<file path="src/rtl/shbus_pkg.sv">
package shbus_pkg;
   typedef enum logic [1:0] {
      OP_READ  = 2'd0,
      OP_WRITE = 2'd1,
      OP_RMW   = 2'd2
   } op_e;

   typedef enum logic [1:0] {
      ST_OK         = 2'd0,
      ST_ERR        = 2'd1,
      ST_RETRY_FAIL = 2'd2
   } status_e;

   typedef enum logic [1:0] {
      S_IDLE    = 2'd0,
      S_ISSUE   = 2'd1,
      S_BACKOFF = 2'd2
   } state_e;
endpackage

</file>
<file path="src/rtl/shbus_addr_gen.sv">
// Byte address register: loaded at command accept, stepped per accepted beat.
module shbus_addr_gen #(
   parameter int AW   = 32,
   parameter int AWP  = 32,
   parameter int STEP = 4
) (
   input  logic           clk,
   input  logic           rst_n,
   input  logic           load,
   input  logic [AWP-1:0] load_addr,
   input  logic           step,
   output logic [AWP-1:0] adr_o
);
   generate
      if (AW == 0) begin : g_no_addr
         assign adr_o = '0;
      end else begin : g_addr
         logic [AWP-1:0] adr_q;
         always_ff @(posedge clk or negedge rst_n) begin
            if (!rst_n)
               adr_q <= '0;
            else if (load)
               adr_q <= load_addr;
            else if (step)
               adr_q <= adr_q + AWP'(STEP);
         end
         assign adr_o = adr_q;
      end
   endgenerate
endmodule

</file>
<file path="src/rtl/shbus_retry_ctr.sv">
// Counts retries of the current beat; flags when the allowance is used up.
module shbus_retry_ctr #(
   parameter int MAX_RETRY = 3
) (
   input  logic clk,
   input  logic rst_n,
   input  logic clear,
   input  logic bump,
   output logic spent
);
   generate
      if (MAX_RETRY == 0) begin : g_no_retry
         assign spent = 1'b1;
      end else begin : g_retry
         localparam int RCW = $clog2(MAX_RETRY + 1);
         logic [RCW-1:0] cnt_q;
         always_ff @(posedge clk or negedge rst_n) begin
            if (!rst_n)
               cnt_q <= '0;
            else if (clear)
               cnt_q <= '0;
            else if (bump && !spent)
               cnt_q <= cnt_q + 1'b1;
         end
         assign spent = (cnt_q == RCW'(MAX_RETRY));
      end
   endgenerate
endmodule

</file>
<file path="src/rtl/shbus_rmw_merge.sv">
// Bitwise merge of the old word and the new word under a mask.
module shbus_rmw_merge #(
   parameter int DW = 32
) (
   input  logic [DW-1:0] old_i,
   input  logic [DW-1:0] new_i,
   input  logic [DW-1:0] mask_i,
   output logic [DW-1:0] merged_o
);
   generate
      for (genvar b = 0; b < DW; b++) begin : g_bit
         assign merged_o[b] = mask_i[b] ? new_i[b] : old_i[b];
      end
   endgenerate
endmodule

</file>
<file path="src/rtl/shbus_cycle_master.sv">
module shbus_cycle_master
   import shbus_pkg::*;
#(
   parameter int DW        = 32,
   parameter int AW        = 32,
   parameter int MAX_BEATS = 16,
   parameter int MAX_RETRY = 3,
   localparam int AWP      = (AW == 0) ? 1 : AW,
   localparam int BW       = $clog2(MAX_BEATS + 1),
   localparam int SW       = DW / 8
) (
   input  logic           clk,
   input  logic           rst_n,
   input  logic           cmd_valid_i,
   output logic           cmd_ready_o,
   input  logic [1:0]     cmd_op_i,
   input  logic [AWP-1:0] cmd_addr_i,
   input  logic [BW-1:0]  cmd_beats_i,
   input  logic [DW-1:0]  cmd_wdata_i,
   input  logic [DW-1:0]  cmd_mask_i,
   input  logic [DW-1:0]  wr_data_i,
   output logic           rd_valid_o,
   output logic [DW-1:0]  rd_data_o,
   output logic           done_o,
   output logic [1:0]     status_o,
   output logic [BW-1:0]  fail_beat_o,
   output logic           bus_cyc_o,
   output logic           bus_stb_o,
   output logic           bus_we_o,
   output logic [AWP-1:0] bus_adr_o,
   output logic [DW-1:0]  bus_dat_o,
   output logic [SW-1:0]  bus_sel_o,
   input  logic [DW-1:0]  bus_dat_i,
   input  logic           bus_ack_i,
   input  logic           bus_err_i,
   input  logic           bus_rty_i
);
   localparam int STEP = DW / 8;

   generate
      if (!(DW == 8 || DW == 16 || DW == 32 || DW == 64)) begin : g_bad_dw
         $error("DW must be 8, 16, 32 or 64");
      end
      if (AW < 0 || AW > 64) begin : g_bad_aw
         $error("AW must lie in 0..64");
      end
      if (MAX_BEATS < 2) begin : g_bad_beats
         $error("MAX_BEATS must be at least 2");
      end
      if (MAX_RETRY < 0) begin : g_bad_retry
         $error("MAX_RETRY must not be negative");
      end
   endgenerate

   state_e          state_q;
   op_e             op_q;
   logic            we_q;
   logic [BW-1:0]   beat_q;
   logic [BW-1:0]   last_q;
   logic [DW-1:0]   dat_q;
   logic [DW-1:0]   wnew_q;
   logic [DW-1:0]   mask_q;
   logic            done_q;
   status_e         status_q;
   logic [BW-1:0]   fail_q;
   logic            rd_valid_q;
   logic [DW-1:0]   rd_data_q;

   logic            accept;
   logic            in_issue;
   logic            t_err, t_rty, t_ack;
   logic            rmw_read;
   logic            last_beat;
   logic            step;
   logic            retry_spent;
   logic [DW-1:0]   merged;

   assign accept   = (state_q == S_IDLE) && cmd_valid_i;
   assign in_issue = (state_q == S_ISSUE);

   // termination priority: error, then retry, then acknowledge
   assign t_err = in_issue && bus_err_i;
   assign t_rty = in_issue && !bus_err_i && bus_rty_i;
   assign t_ack = in_issue && !bus_err_i && !bus_rty_i && bus_ack_i;

   assign rmw_read  = (op_q == OP_RMW) && !we_q;
   assign last_beat = (op_q == OP_RMW) ? we_q : (beat_q == last_q);
   assign step      = t_ack && (op_q != OP_RMW) && !last_beat;

   shbus_addr_gen #(
      .AW   (AW),
      .AWP  (AWP),
      .STEP (STEP)
   ) u_addr (
      .clk       (clk),
      .rst_n     (rst_n),
      .load      (accept),
      .load_addr (cmd_addr_i),
      .step      (step),
      .adr_o     (bus_adr_o)
   );

   shbus_retry_ctr #(
      .MAX_RETRY (MAX_RETRY)
   ) u_retry (
      .clk   (clk),
      .rst_n (rst_n),
      .clear (accept || t_ack),
      .bump  (t_rty),
      .spent (retry_spent)
   );

   shbus_rmw_merge #(
      .DW (DW)
   ) u_merge (
      .old_i    (bus_dat_i),
      .new_i    (wnew_q),
      .mask_i   (mask_q),
      .merged_o (merged)
   );

   always_ff @(posedge clk or negedge rst_n) begin
      if (!rst_n) begin
         state_q    <= S_IDLE;
         op_q       <= OP_READ;
         we_q       <= 1'b0;
         beat_q     <= '0;
         last_q     <= '0;
         dat_q      <= '0;
         wnew_q     <= '0;
         mask_q     <= '0;
         done_q     <= 1'b0;
         status_q   <= ST_OK;
         fail_q     <= '0;
         rd_valid_q <= 1'b0;
         rd_data_q  <= '0;
      end else begin
         done_q     <= 1'b0;
         rd_valid_q <= 1'b0;
         unique case (state_q)
            S_IDLE: begin
               if (cmd_valid_i) begin
                  op_q    <= (cmd_op_i == 2'd3) ? OP_READ : op_e'(cmd_op_i);
                  we_q    <= (cmd_op_i == 2'd1);
                  beat_q  <= '0;
                  last_q  <= (cmd_beats_i > BW'(1)) ? cmd_beats_i - BW'(1) : '0;
                  dat_q   <= cmd_wdata_i;
                  wnew_q  <= cmd_wdata_i;
                  mask_q  <= cmd_mask_i;
                  state_q <= S_ISSUE;
               end
            end
            S_ISSUE: begin
               if (t_err) begin
                  state_q  <= S_IDLE;
                  done_q   <= 1'b1;
                  status_q <= ST_ERR;
                  fail_q   <= beat_q;
                  we_q     <= 1'b0;
               end else if (t_rty) begin
                  if (retry_spent) begin
                     state_q  <= S_IDLE;
                     done_q   <= 1'b1;
                     status_q <= ST_RETRY_FAIL;
                     fail_q   <= beat_q;
                     we_q     <= 1'b0;
                  end else begin
                     state_q <= S_BACKOFF;
                  end
               end else if (t_ack) begin
                  if (!we_q) begin
                     rd_valid_q <= 1'b1;
                     rd_data_q  <= bus_dat_i;
                  end
                  if (rmw_read) begin
                     we_q   <= 1'b1;
                     dat_q  <= merged;
                     beat_q <= beat_q + 1'b1;
                  end else if (last_beat) begin
                     state_q  <= S_IDLE;
                     done_q   <= 1'b1;
                     status_q <= ST_OK;
                     fail_q   <= '0;
                     we_q     <= 1'b0;
                  end else begin
                     beat_q <= beat_q + 1'b1;
                     if (we_q)
                        dat_q <= wr_data_i;
                  end
               end
            end
            S_BACKOFF: state_q <= S_ISSUE;
            default:   state_q <= S_IDLE;
         endcase
      end
   end

   assign cmd_ready_o = (state_q == S_IDLE);
   assign bus_cyc_o   = (state_q != S_IDLE);
   assign bus_stb_o   = in_issue;
   assign bus_we_o    = we_q;
   assign bus_dat_o   = dat_q;
   assign bus_sel_o   = {SW{in_issue}};
   assign done_o      = done_q;
   assign status_o    = status_q;
   assign fail_beat_o = fail_q;
   assign rd_valid_o  = rd_valid_q;
   assign rd_data_o   = rd_data_q;
endmodule

</file>
<file path="config.mk">
export PLATFORM = sky130hd
export DESIGN_NAME = shbus_cycle_master
export DESIGN_NICKNAME = d
export VERILOG_FILES = /design/src/rtl/shbus_pkg.sv /design/src/rtl/shbus_addr_gen.sv /design/src/rtl/shbus_retry_ctr.sv /design/src/rtl/shbus_rmw_merge.sv /design/src/rtl/shbus_cycle_master.sv
export SDC_FILE = /design/constraint.sdc
export NUM_CORES = 1
export LEC_CHECK = 0
export BUFFER_PORTS_ARGS = -buffer_cell sky130_fd_sc_hd__buf_2
export CORE_MARGIN = 2
export CORE_UTILIZATION = 48
export DETAILED_ROUTE_END_ITERATION = 6
export PLACE_DENSITY = 0.73
export SLEW_MARGIN = 25
export SYNTH_ARGS = -nofsm -noshare
export SYNTH_HDL_FRONTEND = slang
export SYNTH_HIERARCHICAL = 1
export SYNTH_SLANG_ARGS = --single-unit
export TNS_END_PERCENT = 30
</file>
<file path="constraint.sdc">
create_clock -name clk -period 6.9 [get_ports clk]
set_input_delay 0.345 -clock clk [delete_from_list [all_inputs] [get_ports clk]]
set_output_delay 0.345 -clock clk [all_outputs]
set_load 0.05 [all_outputs]
</file>
Word level (Yosys, flattened, before mapping)

Cells that the tools add are included.

Bits in registers: 186
Bits in latches: 0
RAM bits: 0
Bits in read-only memories: 0
Input port bits: 173
Output and inout bits: 113
Memories: 0

Add/sub/neg operators: 4
Multiply operators: 0
Div/mod/pow operators: 0
$lt $le $gt $ge: 1
Equality and inequality tests: 21
Shift operators: 0
Muxes and demuxes: 91
Bitwise gates (word level): 3
Reductions and logical operators: 30

Operator list:

| kind                  | count |
|---|---|
| $mux 32               | 9 |
| $mux 5                | 13 |
| $pmux 32 s2           | 1 |
| $mux 1                | 52 |
| $add 32x3->32 const B | 1 |
| $mux 2                | 13 |
| $reduce_and 5->1      | 3 |
| $logic_and 1x1->1     | 10 |
| $pmux 5 s2            | 1 |
| $eq 2x2->1 const B    | 4 |
| $ne 2x2->1 const B    | 4 |
| $ne 4x1->1 const B    | 2 |
| $reduce_bool 2->1     | 4 |
| $reduce_and 7->1      | 1 |
| $ne 3x2->1 const B    | 2 |
| $ne 3x3->1 const B    | 2 |
| $pmux 2 s3            | 1 |
| $reduce_and 6->1      | 1 |
| $reduce_bool 3->1     | 2 |
| $add 5x1->5 const B   | 1 |
| $eq 5x5->1            | 1 |
| $gt 5x1->1 const B    | 1 |
| $logic_not 1->1       | 5 |
| $ne 5x1->1 const B    | 1 |
| 12 further kinds      | 15 |

Longest topological paths before layout

Depth in word-level cells: 8
Gate-level depth with buffers: 12
Depth with buffers taken out: 8

Cells and area by module

Netlist, hierarchy kept.

Modules (own cells, without submodules):

| module             | instances | cells an instance | area each (um^2) |
|---|---|---|---|
| shbus_cycle_master | 1         | 725               | 6927.9 |
| shbus_addr_gen     | 1         | 200               | 1820.5 |
| shbus_rmw_merge    | 1         | 32                | 480.5 |
| shbus_retry_ctr    | 1         | 10                | 123.9 |

Worst setup path after synthesis

OpenSTA, ideal clock, no wires.

Path kind: flip-flop to flip-flop
Start: register state_q[1]
End: register u_addr.g_addr.adr_q[22], in the netlist u_addr/adr_o[22]
Library setup time: 141 ps
Arrival time: 2721 ps
Slack: 4038 ps
Cell stages (with the launch flop): 10
Buffers on the path: 3
Cell sequence: dfrtp_1 nor2_1 nand2_1 clkinv_1 clkbuf_1 clkbuf_1 clkinv_1 clkbuf_1 nor2_1 a31oi_1

Elaborated cells between the ends (all ways): 10
Classes of those cells: eq/ne: 1; mux: 1; reduce/logical: 8

RTL lines:

| item                                                | RTL line                  | source |
|---|---|---|
| start, declared                                     | shbus_cycle_master.sv:55  | `state_e state_q;` |
| start signal, assigned                              | shbus_cycle_master.sv:124 | `state_q <= S_IDLE;` |
| start signal, assigned                              | shbus_cycle_master.sv:150 | `state_q <= S_ISSUE;` |
| start signal, assigned                              | shbus_cycle_master.sv:155 | `state_q <= S_IDLE;` |
| $logic_not 2->1 *                                   | --                        |  |
| via cmd_ready_o                                     | shbus_cycle_master.sv:15  | `output logic cmd_ready_o,` |
| $logic_and 1x1->1 *                                 | shbus_cycle_master.sv:78  | `assign accept = (state_q == S_IDLE) && cmd_valid_i;` |
| via accept                                          | shbus_cycle_master.sv:69  | `logic accept;` |
| $mux 32 / $reduce_bool 2->1 (equally long branches) | --                        |  |
| end signal, assigned                                | shbus_addr_gen.sv:23      | `adr_q <= load_addr;` |
| end signal, assigned                                | shbus_addr_gen.sv:25      | `adr_q <= adr_q + AWP'(STEP);` |
| end, declared                                       | shbus_addr_gen.sv:18      | `logic [AWP-1:0] adr_q;` |

Mark *: on every way through the listed nets, which the timed path passes. The rest lies on a longest branch.
A chain may end at the register's enable or synchronous reset.

Worst setup path after layout

Start: register state_q[0]
End: register u_addr.g_addr.adr_q[31], in the netlist u_addr/adr_o[31]

Word-level cells in the longest chain between the ends: 7
Elaborated cells between the ends (all ways): 10
Classes of those cells: eq/ne: 1; mux: 1; reduce/logical: 8

RTL lines:

| item                           | RTL line                 | source |
|---|---|---|
| $eq 2x1->1                     | shbus_cycle_master.sv:79 | `assign in_issue = (state_q == S_ISSUE);` |
| $logic_and 1x1->1 (3 in a row) | shbus_cycle_master.sv:84 | `assign t_ack = in_issue && !bus_err_i && !bus_rty_i && bus_ack_i;` |
| $logic_and 1x1->1 (2 in a row) | shbus_cycle_master.sv:88 | `assign step = t_ack && (op_q != OP_RMW) && !last_beat;` |
| via step                       | shbus_cycle_master.sv:74 | `logic step;` |
| $reduce_bool 2->1 (no line)    | --                       |  |

The timed path passes the listed nets, and every way through them passes these cells.

==> metrics.md <==
| Metric | Value |
|---|---|
| Placeable Area | 19270 um^2 |
| Non-Filler Instances | 1505 |
| Top_reg_cell synth | dfrtp_1 |
| Seq/Total Area, Yosys | 49.77% |
| Core occupancy in the finished layout | 59.56% |
| Bufs on Longest Clock Path | 2 |
| TNS Setup | 0 ns |
| Critical Path End Type | register |
| Vias | 7744 |
| Synthesized area | 9353 um^2 |
| Wire per inst | 16.66 um |
| Post-DP HPWL | 17380 um |
| Top post-synthesis cells by count | 365 x nand2_1, 186 x dfrtp_1, 63 x mux2_4 |
| Seq cells post-synth | 186 |
| Final Instance Area | 11480 um^2 |
| Worst EP arrival | 3.44 ns |
| Final min period | 3.100 ns |
| Least-Margin Pin Slew | 0.9652 ns |
| Most common cell in the netlist | nand2_1 |
| Number of global-route vias before repair | 7458 |
| Pwr dens | 520.9 nW/um^2 |
| Leading area contributor after synthesis | dfrtp_1 |
| Die width | 143.6 um |
| Top cells by area, synth | dfrtp_1 50%, nand2_1 15%, mux2_4 10%, mux2i_1 4.2%, o21ai_0 3.1% |
| Worst-path clk slew | 0.07 ns |
| Slew Viols, Final | 0 |
| Endpoints failing hold | 14 |
| Placed cell area | 10920 um^2 |
| Worst hold slack | -0.04612 ns |
| First-pass GRT wire length | 38950 um |
| Yosys top cell area share | 49.77% |
| Synth cell types | 63 |
| Async SR Flop Fraction | 100.0% |
| Failing checks | negative hold slack |
| Routed Antenna Nets | 0 |
| Max Cap Viol | 0 |
| Leakage | 0.005918 uW |
| Avg Cell Area, Syn | 9.672 um^2 |
| Worst-Skew Late Latency | 0.43 ns |
| Routed wire length | 25070 um |
| Site row count | 51 |
| CP startpoint kind | register |
| Clock Skew | 0.01129 ns |
| Critical path class | register to register |
| Ports | 286 |
| Syn_nets | 1145 |
| # fillers | 1745 |
| Via/cell ratio | 5.146 |
| Nets | 1401 |
| Clk sinks | 186 |
| H-tree depth | 4 |
| Largest net degree at the start of global routing | 122 |
| Synthesized instance count | 967 |
| CP Data Required Time | 7.24 ns |
| Total power | 5980 uW |
| CTS tree | done |
| RSZ-0062 raised after global routing | no |
| Initial core utilization | 48.53% |
| Post_cts resized | 0 |
| Post-CTS Hold Buffers | 0 |
| Layout cell share with drive strength beyond 1 | 33.41% |
| GP Congestion | 0.8457 |
| CP Max Fanout | 11 |
| TritonCTS Buffers | 17 |
| Placed cells | 1469 |
| Run status | finished with violations |
| Peak VDD IR | 0.2751 mV |
| Post-synth EDFFs | 0 |
| DRT iter0 DRCs | 384 |
| Post-CTS Setup Bufs | 0 |
| Number of port buffers | 285 |
| DIE AREA | 20620 um^2 |
| Synth warnings | 6 |
| Gr usage total | 24.18% |
| Grt ovf | 0 |
| Tightest Hold Check Type | input pin to async pin |
| First-pass iteration count of the detailed router | 5 |
| Initial antenna violation count | 4 |
| Fmax | 322.6 MHz |
| Area grow syn2layout | 22.73% |
| Die height | 143.6 um |
| Relative slew slack | 35.65% |
| DRC viols | 0 |
| Clk root buf | clkbuf_16 |
| Period utilization | 44.92% |
| # setup viols final | 0 |
layout make-up:
class                           count  area [um^2]  share of cell area (%)
Clock inverter                     13        112.6                  0.9810
Tap cell                          265        331.6                   2.889
Clock buffer                       19        432.9                   3.772
Timing Repair Buffer              292         1489                   12.97
Antenna cell                        4        10.01                 0.08720
Sequential cell                   186         4654                   40.55
Multi-Input combinational cell    713         4398                   38.31
Inverter                           13        50.05                  0.4360
cell usage in the layout, fill, tap and decap left out, types with 13 or more instances in the layout:
| cell | count |
|---|---|
| dfrtp_1 | 186 |
| nor2_1 | 26 |
| mux2_4 | 63 |
| clkbuf_16 | 17 |
| o21ai_0 | 57 |
| buf_2 | 284 |
| o31ai_1 | 14 |
| mux2i_1 | 39 |
| nand2_1 | 364 |
| a31oi_1 | 13 |
worst max-delay path, stage by stage (launching register included):
cell	delay [ns]
dfrtp_1	0.45
nor4b_4	0.49
nand2_2	0.14
and2b_2	0.33
nand4_2	0.27
or3_1	0.60
or4_1	0.55
a31oi_1	0.19
where the power goes:
group	leakage [uW]	switching (uW)	internal, uW
logic	0.00336	2060	975
clock network	0.000256	448	472
registers	0.00230	417	1610
total	0.00592	2920	3060
per-stage QoR:
stage	worst slack (ns)	hold WS [ns]
after CTS	3.830	0.08210
after global routing	3.555	0.04481
final	3.800	-0.04612
after detailed placement	3.746	0.4569
after global placement	3.839	0.4523
after floorplan	4.038	0.04941
path summary, 6_finish.rpt:
| path | start | to | slack, ns | cells after the start |
|---|---|---|---|---|
| worst max-delay path | state_q[0] | u_addr/adr_o[31] | 3.80 | 7 |
| worst min-delay path | rst_n | u_addr/adr_o[0] | -0.05 | 1 |
| worst max register to register | state_q[0] | u_addr/adr_o[31] | 3.80 | 7 |
| worst min register to register | rd_data_o[17] | rd_data_o[17] | 0.47 | 2 |
| max in group asynchronous | rst_n | u_addr/adr_o[4] | 5.54 | 2 |
| min in group clk | cmd_mask_i[9] | mask_q[9] | 0.10 | 3 |
cells by family after synthesis:
group,count (synthesis),share of synthesized area [%]
adder cells (fa/ha/maj),5,0.6689
AO/OA/AOI/OAI,106,6.997
XOR/XNOR,22,2.060
flip-flops,186,49.77
multiplexers,107,14.89
AND/OR/NAND/NOR,473,22.18
buffers and inverters,68,3.438
metal layers:
| layer | up-vias | GRT usage, % | part of all wire, % | wire length [um] |
|---|---|---|---|---|
| met5 | - | 0 | 0.088 | 22 |
| met2 | 260 | 39.67 | 48 | 12070 |
| met3 | 41 | 6.298 | 7.0 | 1766 |
| li1 | 3766 | - | - | - |
| met4 | 4 | 8.204 | 2.0 | 506 |
| met1 | 3673 | 31.21 | 43 | 10710 |
sequential cells by signal, indices dropped and copies added (netlist names):
signal                 count
bus_dat_o                 32
mask_q                    32
rd_data_o                 32
u_addr/adr_o              32
wnew_q                    32
beat_q                     5
fail_beat_o                5
last_q                     5
op_q                       2
state_q                    2
status_o                   2
u_retry/g_retry.cnt_q      2
bus_we_o                   1
done_o                     1
rd_valid_o                 1
Note: power is estimated with default switching activity, not from simulation.
